--- src/rtl/tbase_pkg.sv ---
package tbase_pkg;
  localparam int WORD_W = 2;

  typedef enum logic [WORD_W-1:0] {
    WORD_SECONDS = 2'd0,
    WORD_SUBSEC  = 2'd1,
    WORD_SPARE2  = 2'd2,
    WORD_SPARE3  = 2'd3
  } word_e;
endpackage

--- src/rtl/tbase_prescale.sv ---
module tbase_prescale #(
  parameter int STEP_LOG2 = 4
) (
  input  logic clk,
  input  logic rst,
  output logic tick
);
  logic [STEP_LOG2-1:0] phase_q;

  always_ff @(posedge clk) begin
    if (rst) phase_q <= '0;
    else     phase_q <= phase_q + 1'b1;
  end

  // Last cycle of each group of 2**STEP_LOG2 cycles enables one update.
  assign tick = &phase_q;
endmodule

--- src/rtl/tbase_subsec.sv ---
module tbase_subsec #(
  parameter int DATA_W    = 32,
  parameter int STEP_LOG2 = 4,
  parameter int WRAP      = 25_000_000
) (
  input  logic              clk,
  input  logic              rst,
  input  logic              tick,
  output logic [DATA_W-1:0] value,
  output logic              wrap
);
  localparam int STEP = 1 << STEP_LOG2;
  localparam logic [DATA_W-1:0] LAST = DATA_W'(WRAP - STEP);

  logic [DATA_W-1:0] count_q;

  assign wrap = tick && (count_q == LAST);

  always_ff @(posedge clk) begin
    if (rst)       count_q <= '0;
    else if (wrap) count_q <= '0;
    else if (tick) count_q <= count_q + DATA_W'(STEP);
  end

  assign value = count_q;
endmodule

--- src/rtl/tbase_seconds.sv ---
module tbase_seconds #(
  parameter int DATA_W = 32
) (
  input  logic              clk,
  input  logic              rst,
  input  logic              inc,
  output logic [DATA_W-1:0] value
);
  logic [DATA_W-1:0] count_q;

  always_ff @(posedge clk) begin
    if (rst)      count_q <= '0;
    else if (inc) count_q <= count_q + 1'b1;
  end

  assign value = count_q;
endmodule

--- src/rtl/tbase_regif.sv ---
module tbase_regif
  import tbase_pkg::*;
#(
  parameter int DATA_W = 32
) (
  input  logic              clk,
  input  logic              rst,
  input  logic              req_valid,
  input  logic              req_write,
  input  logic [WORD_W-1:0] req_word,
  input  logic [DATA_W-1:0] sec_val,
  input  logic [DATA_W-1:0] sub_val,
  output logic              rsp_valid,
  output logic [DATA_W-1:0] rsp_rdata,
  output logic              rsp_err
);
  logic [DATA_W-1:0] rd_mux;
  logic              refuse;

  always_comb begin
    rd_mux = '0;
    if (!req_write) begin
      case (word_e'(req_word))
        WORD_SECONDS: rd_mux = sec_val;
        WORD_SUBSEC:  rd_mux = sub_val;
        default:      rd_mux = '0;
      endcase
    end
  end

  assign refuse = req_valid && req_write && (word_e'(req_word) == WORD_SUBSEC);

  always_ff @(posedge clk) begin
    if (rst) begin
      rsp_valid <= 1'b0;
      rsp_rdata <= '0;
      rsp_err   <= 1'b0;
    end else begin
      rsp_valid <= req_valid;
      rsp_rdata <= req_valid ? rd_mux : '0;
      rsp_err   <= refuse;
    end
  end
endmodule

--- src/rtl/tbase_counters.sv ---
module tbase_counters
  import tbase_pkg::*;
#(
  parameter int DATA_W    = 32,
  parameter int STEP_LOG2 = 4,
  parameter int WRAP      = 25_000_000
) (
  input  logic              clk,
  input  logic              rst,
  input  logic              req_valid,
  input  logic              req_write,
  input  logic [WORD_W-1:0] req_word,
  output logic              rsp_valid,
  output logic [DATA_W-1:0] rsp_rdata,
  output logic              rsp_err
);
  logic              tick_w;
  logic              wrap_w;
  logic [DATA_W-1:0] sub_w;
  logic [DATA_W-1:0] sec_w;

  tbase_prescale #(.STEP_LOG2(STEP_LOG2)) u_pre (
    .clk(clk), .rst(rst), .tick(tick_w)
  );

  tbase_subsec #(.DATA_W(DATA_W), .STEP_LOG2(STEP_LOG2), .WRAP(WRAP)) u_sub (
    .clk(clk), .rst(rst), .tick(tick_w), .value(sub_w), .wrap(wrap_w)
  );

  tbase_seconds #(.DATA_W(DATA_W)) u_sec (
    .clk(clk), .rst(rst), .inc(wrap_w), .value(sec_w)
  );

  tbase_regif #(.DATA_W(DATA_W)) u_rif (
    .clk(clk), .rst(rst),
    .req_valid(req_valid), .req_write(req_write), .req_word(req_word),
    .sec_val(sec_w), .sub_val(sub_w),
    .rsp_valid(rsp_valid), .rsp_rdata(rsp_rdata), .rsp_err(rsp_err)
  );
endmodule

--- config.mk ---
export PLATFORM = sky130hd
export DESIGN_NAME = tbase_counters
export DESIGN_NICKNAME = d
export VERILOG_FILES = /design/src/rtl/tbase_pkg.sv /design/src/rtl/tbase_prescale.sv /design/src/rtl/tbase_subsec.sv /design/src/rtl/tbase_seconds.sv /design/src/rtl/tbase_regif.sv /design/src/rtl/tbase_counters.sv
export SDC_FILE = /design/constraint.sdc
export NUM_CORES = 1
export LEC_CHECK = 0
export ABC_AREA = 0
export BUFFER_PORTS_ARGS = -buffer_cell sky130_fd_sc_hd__clkbuf_2
export CAP_MARGIN = 20
export CORE_ASPECT_RATIO = 0.8
export CORE_MARGIN = 1.5
export CORE_UTILIZATION = 34
export DETAILED_ROUTE_END_ITERATION = 8
export RECOVER_POWER = 50
export SYNTH_ARGS = -nofsm -noshare
export SYNTH_HDL_FRONTEND = slang
export SYNTH_SLANG_ARGS = --single-unit
--- constraint.sdc ---
create_clock -name clk -period 4 [get_ports clk]
set_input_delay 0.8 -clock clk [delete_from_list [all_inputs] [get_ports clk]]
set_output_delay 0.8 -clock clk [all_outputs]
set_load 0.05 [all_outputs]
Word-level counts from Yosys, hierarchy flattened
Index checks and enable logic that the tools add are counted.
Widths: inputs -> output; s select.
{ "op_classes": {"addsub": 3, "eq_ne": 2, "mux": 1, "bitwise": 1, "n_reduce_logical": 7} }
{ "op_table": {"columns": ["cell", "n"], "rows": [
  ["$pmux 32 s2", 1],
  ["$add 32x1->32 const B", 1],
  ["$add 32x5->32 const B", 1],
  ["$eq 32x25->1 const B", 1],
  ["$add 4x1->4 const B", 1],
  ["$reduce_and 4->1", 1],
  ["$logic_and 1x1->1", 3],
  ["$reduce_or 3->1", 1],
  ["$eq 2x1->1 const B", 1],
  ["$logic_not 2->1", 1],
  ["$reduce_or 2->1", 1],
  ["$not 1->1", 1]
]} }
{ "totals": {"register_bits": 102, "inputBits": 6} }

Logic depth before layout (Yosys ltp)
{ "logic_depth": {"depth_word": 3, "depth_mapped": 8} }

Hierarchy
A second synthesis with hierarchy kept.
{ "unflattened": {"cells_unflattened": 488, "hier_area_um2": 4485.6} }
{ "modules_own_cells": {"columns": ["mod", "instances", "cells_each", "area_per_inst_um2", "seq_area_each_um2"], "rows": [
  ["tbase_seconds", 1, 181, 1564.0, 640.6],
  ["tbase_subsec", 1, 184, 1535.2, 560.5],
  ["tbase_regif", 1, 109, 1233.7, 680.7],
  ["tbase_prescale", 1, 14, 152.6, 80.1]
]} }

Least setup slack after synthesis
No wires, ideal clock.
{ "synth_timing": {"path_type": "reg-to-reg", "startpoint": "register u_sub.count_q[14], in the netlist u_sub.value[14]", "endpoint": "register u_sec.count_q[26], in the netlist u_sec.value[26]", "setup_time_ps": 70, "arrival_ps": 1984, "t_required_ps": 3930, "path_slack_ps": 1946, "path_stages_with_launch": 8, "n_path_buf": 2, "synth_period_minus_slack_ps": 2054, "path_cell_list": "dfxtp_1 -> buf_4 -> or4b_4 -> nor4_4 -> buf_4 -> nand4_4 -> or3_1 -> a21oi_1"} }
{ "synth_via": {"elab_chain_len": 2} }
{ "synth_rtl": {"columns": ["item", "line_no", "source"], "rows": [
  ["from (decl)", "tbase_subsec.sv:15", "logic [DATA_W-1:0] count_q;"],
  ["from (signal assigned)", "tbase_subsec.sv:22", "else if (tick) count_q <= count_q + DATA_W'(STEP);"],
  ["$eq 32x25->1", "tbase_subsec.sv:17", "assign wrap = tick && (count_q == LAST);"],
  ["$logic_and 1x1->1", "tbase_subsec.sv:17", null],
  ["to (signal assigned)", "tbase_seconds.sv:13", "else if (inc) count_q <= count_q + 1'b1;"],
  ["to (decl)", "tbase_seconds.sv:9", "logic [DATA_W-1:0] count_q;"]
]} }
No other way between the ends.
A chain may end at the register's enable or synchronous reset.

Final worst setup path
{ "layout_timing": {"startpoint": "input port rst", "endpoint": "register u_rif.rsp_rdata[24]"} }
{ "layout_via": {"elab_chain_len": 1} }
{ "layout_rtl": {"columns": ["item", "line_no", "source"], "rows": [
  ["from (decl)", "tbase_counters.sv:9", "input logic rst,"],
  ["$reduce_or 3->1 (no source line)", null, null],
  ["to (signal assigned)", "tbase_regif.sv:40", "rsp_rdata <= req_valid ? rd_mux : '0;"],
  ["to (decl)", "tbase_regif.sv:14", "output logic [DATA_W-1:0] rsp_rdata,"]
]} }
No other way between the ends.

==> results_tabular.tex <==
\begin{tabular}{lr}
\hline
Metric & Value \\
\hline
\multicolumn{2}{l}{\textbf{Logic synthesis}} \\
\quad Post-Syn Area & roughly 0.0042 mm\^{}2 \\
\quad Cells after synthesis & around 470 \\
\quad Ys Warns & 0 \\
\quad Library cells used by synthesis & 36 \\
\quad Number of nets produced by synthesis & 475 \\
\quad Proportion of synthesized chip area in sequential cells & 0.469 \\
\quad Flip-flop and latch count after synthesis & 98 \\
\quad Average footprint of a synthesized cell & $\sim$9 um\^{}2 \\
\multicolumn{2}{l}{\textbf{STA}} \\
\quad Normalized max-slew margin & -0.129 \\
\quad Clock skew & $\sim$0.0079 ns \\
\quad Post-route fraction of the period consumed by the critical path & 0.730 \\
\quad Total negative slack & 0 ns \\
\quad Final slew viol count & 39 \\
\quad Endpoints failing hold & 0 \\
\quad Highest attainable clock frequency & 343 MHz \\
\quad Clock period minus worst slack & approximately 2.9 ns \\
\quad Final-report setup violation count & 0 \\
\quad Slew of the pin with the lowest slew margin & 1.69 ns \\
\quad Unrepaired setup endpoints after global routing & no \\
\multicolumn{2}{l}{\textbf{Setup path}} \\
\quad Arrival time of data at the critical path endpoint & between 3 and 4 ns \\
\quad Maximum single-stage delay on the critical path & 1.19 ns \\
\quad Worst R2R Setup Slack & approximately 1.2 ns \\
\quad Worst Path Max Fanout & 38 \\
\quad WP buf/inv & 2 \\
\quad Cell depth of the worst flop-to-flop path & 6 \\
\quad Critical-path top delay cell & clkbuf\_1 \\
\quad End of the worst register-to-register path & u\_sec.value[31] \\
\quad Kind of end point of the critical path & flip-flop \\
\quad Startpoint type of the worst setup path & primary input \\
\quad Kind of cell adding the most delay to the critical path & buffers and inverters \\
\quad Launching point of the worst reg2reg path & u\_sub.value[4] \\
\quad Required time of the worst setup path & between 4 and 5 ns \\
\quad Cell Chain, Critical Path & clkbuf\_1 -> nand2b\_1 -> or3\_1 -> buf\_4 -> nor2\_1 \\
\quad Setup CP Type & in2reg \\
\multicolumn{2}{l}{\textbf{Drt}} \\
\quad Vias & between 3,000 and 4,000 \\
\quad Drt wl/cell & between 15 and 20 um \\
\quad Router iterations before antenna repair & 7 \\
\quad DRT Wirelength & 10.3 mm \\
\quad Number of nets with antenna violations after detailed routing & 0 \\
\quad Vias per Instance & between 5 and 6 \\
\quad Iteration-0 DRC count of the detailed router & roughly 240 \\
\quad Number of design rule violations left after detail routing & 0 \\
\multicolumn{2}{l}{\textbf{Layout}} \\
\quad Utilization after layout & 0.395 \\
\quad P\&R area growth vs syn & 14.0\% \\
\quad Area of combinational cells with multiple inputs & between 0.002 and 0.0025 mm\^{}2 \\
\quad Flip-flop and latch area & 0.00196 mm\^{}2 \\
\quad Share of final-layout standard cells stronger than drive strength 1 & 0.0561 \\
\quad Number of nets in the finished design & 503 \\
\quad Post-route non-filler standard cell count & between 600 and 700 \\
\quad Number of fill cells & 1,223 \\
\quad \# diodes & 0 \\
\multicolumn{2}{l}{\textbf{Place}} \\
\quad Number of port buffers & 39 \\
\quad DP HPWL & $\sim$7.4 mm \\
\quad Placer congestion estimate & 0.842 \\
\quad Cell count after placement & approximately 640 \\
\multicolumn{2}{l}{\textbf{Die}} \\
\quad Floorplan die width & between 100 and 150 um \\
\quad Full die area & between 0.01 and 0.015 mm\^{}2 \\
\quad Site row count & 36 \\
\quad Effective utilization at floorplan & 0.346 \\
\quad Die Y & about 100 um \\
\quad Io pins & 40 \\
\quad Standard cell core area & 0.0121 mm\^{}2 \\
\multicolumn{2}{l}{\textbf{Global routing}} \\
\quad Total routing usage reported by global routing & 0.168 \\
\quad Antenna violations before repair & 0 \\
\quad Congestion Overflow GR & 0 \\
\quad Wire length of the first global-routing pass & roughly 17 mm \\
\quad Maximum number of pins on one net before global-route repair & 39 \\
\quad Number of global-route vias before repair & roughly 3,300 \\
\multicolumn{2}{l}{\textbf{Clock tree}} \\
\quad Number of clock sinks & about 100 \\
\quad PostCTS Resize Cnt & 0 \\
\quad TritonCTS clock tree & done \\
\quad Clk Latency, worst-skew pair & approximately 0.35 ns \\
\quad Number of buffers created by CTS & 9 \\
\quad H-Tree Level Count & 3 \\
\quad \# hold bufs at CTS & 0 \\
\quad Bufs on Longest Clock Path & 2 \\
\quad Clock transition at the register clock pins on the worst setup and hold paths after CTS & roughly 0.060 ns \\
\quad Post-CTS setup repair buffer count & 0 \\
\quad Root buffer cell & clkbuf\_16 \\
\multicolumn{2}{l}{\textbf{Power}} \\
\quad Leakage power summed over all cells & 1.60 nW \\
\quad Clock network power share & 0.480 \\
\quad Portion of total power attributed to combinational logic & 0.020 \\
\quad Reg power frac & 0.499 \\
\quad Switching share of power & 0.199 \\
\quad Internal Power & about 1.6 mW \\
\quad Power Density & between 400 and 500 mW/mm\^{}2 \\
\quad Net switching power & 0.391 mW \\
\quad Largest vdd supply drop & $\sim$0.00019 V \\
\quad Overall power after layout & 1.96 mW \\
\multicolumn{2}{l}{\textbf{Run status}} \\
\quad Violated checks & capacitance limit, slew limit \\
\quad Status & finished, violations left \\
\multicolumn{2}{l}{\textbf{Worst hold path}} \\
\quad Worst hold path type & reg2reg \\
\quad Endpoint of the worst hold path & u\_pre.phase\_q[0] \\
\quad Hold Path Stages & 1 \\
\quad Origin of the worst min-delay path & u\_pre.phase\_q[0] \\
\multicolumn{2}{l}{\textbf{Flow run}} \\
\quad Max-cap violation count & 1 \\
\hline
\end{tabular}
[worst max path at each step]
| stage | start | end | slack (ns) | cells past startpoint |
|---|---|---|---|---|
| CTS | u_sub.value[4] | u_sec.value[31] | 1.15 | 6 |
| finish | rst | u_rif.rsp_rdata[24] | 1.08 | 5 |
| global placement | u_sub.value[14] | u_sec.value[18] | 1.33 | 5 |
| floorplan | u_sub.value[14] | u_sec.value[26] | 1.95 | 7 |
| global route | rst | u_rif.rsp_rdata[22] | 0.84 | 5 |
| detailed placement | u_sub.value[4] | u_sec.value[31] | 1.18 | 6 |
[kinds of logic (layout without fill, tap and decap cells)]
logic type      Yosys count  in the layout  synth area share
buf+inv                  32             65            0.0314
flops                    98             98             0.469
simple gates            222            222             0.285
fa+ha+maj                 3              3           0.00898
xor+xnor                 39             39            0.0817
compound gates           43             43            0.0542
mux                      29             29            0.0694
[cells in the mapped netlist]
cell / count / area share
nor4b_1: 1 / 0.0021
and3_1: 6 / 0.0090
mux2i_1: 29 / 0.069
or3_1: 20 / 0.030
nand4_1: 28 / 0.042
or4b_1: 1 / 0.0024
o31ai_1: 3 / 0.0054
or4b_4: 1 / 0.0033
or2_2: 1 / 0.0015
nand4bb_1: 1 / 0.0027
o41ai_1: 1 / 0.0021
nand4_4: 1 / 0.0051
nor4_4: 1 / 0.0051
nand2_1: 20 / 0.018
and4_1: 7 / 0.015
and2_1: 8 / 0.012
or4_1: 3 / 0.0054
nand3_2: 1 / 0.0024
inv_1: 8 / 0.0072
ha_1: 3 / 0.0090
xor2_1: 18 / 0.038
xnor2_1: 21 / 0.044
buf_1: 3 / 0.0027
nor2b_1: 3 / 0.0045
nand3_1: 22 / 0.026
clkbuf_1: 16 / 0.014
nor4_2: 2 / 0.0060
buf_4: 2 / 0.0036
dfxtp_1: 98 / 0.47
a21oi_1: 22 / 0.026
nor4_1: 5 / 0.0075
nand2b_1: 2 / 0.0030
nor2_1: 77 / 0.069
o21ai_0: 17 / 0.020
nor3_1: 11 / 0.013
buf_2: 3 / 0.0036
[routing by layer]
layer | global-route usage | part of all wire
met2 | 0.276 | 0.46
met3 | 0.0440 | 0.044
met5 | 0 | 0
met1 | 0.217 | 0.48
met4 | 0.0577 | 0.015
[metrics by stage]
stage	hold slack, ns	cell area (um^2)	setup WS, ns
final	0.462	4770	1.08
after global routing	0.475	4770	0.841
after CTS	0.456	4810	1.15
after detailed placement	0.445	4480	1.18
after global placement	0.431	4480	1.33
after floorplan	0.418	4180	1.95
[power by group through the flow]
stage	Combinational, mW	Clock [mW]	Sequential [mW]
CTS	0.0405	0.969	0.981
floorplan	0.0279	0	1.01
global route	0.0432	1.01	0.981
detailed placement	0.0407	0	1.00
global placement	0.0397	0	1.00
finish	0.0395	0.944	0.981
[state kept, by name, indices dropped and copies added, names as in the netlist]
signal / count
u_pre.phase_q: 4
u_rif.rsp_valid: 1
u_rif.rsp_rdata: 32
u_rif.rsp_err: 1
u_sub.value: 28
u_sec.value: 32
[layout by cell type (no fill, tap or decap), types with 3 or more instances in the layout]
| master | synthesis | routed |
|---|---|---|
| xor2_1 | 18 | 18 |
| a21oi_1 | 22 | 22 |
| nor2b_1 | 3 | 3 |
| inv_1 | 8 | 8 |
| nor3_1 | 11 | 11 |
| or4_1 | 3 | 3 |
| xnor2_1 | 21 | 21 |
| or3_1 | 20 | 20 |
| o21ai_0 | 17 | 17 |
| nor4_1 | 5 | 5 |
| dfxtp_1 | 98 | 98 |
| o31ai_1 | 3 | 3 |
| mux2i_1 | 29 | 29 |
| and3_1 | 6 | 6 |
| nor2_1 | 77 | 77 |
| nand4_1 | 28 | 28 |
| clkbuf_2 | 0 | 4 |
| clkbuf_16 | 0 | 9 |
| nand2_1 | 20 | 20 |
| nand3_1 | 22 | 22 |
| ha_1 | 3 | 3 |
| and4_1 | 7 | 7 |
| and2_1 | 8 | 8 |
| clkbuf_1 | 16 | 36 |
[area by class of cell]
type / instances / area share
clock inverter: 4 / 0.0155
timing repair buffer: 41 / 0.0349
clock buffer: 12 / 0.0538
sequential: 98 / 0.412
inverter: 8 / 0.00630
tap: 152 / 0.0399
multi-input combinational: 336 / 0.438
No activity file was read; power rests on OpenSTA's default activity.
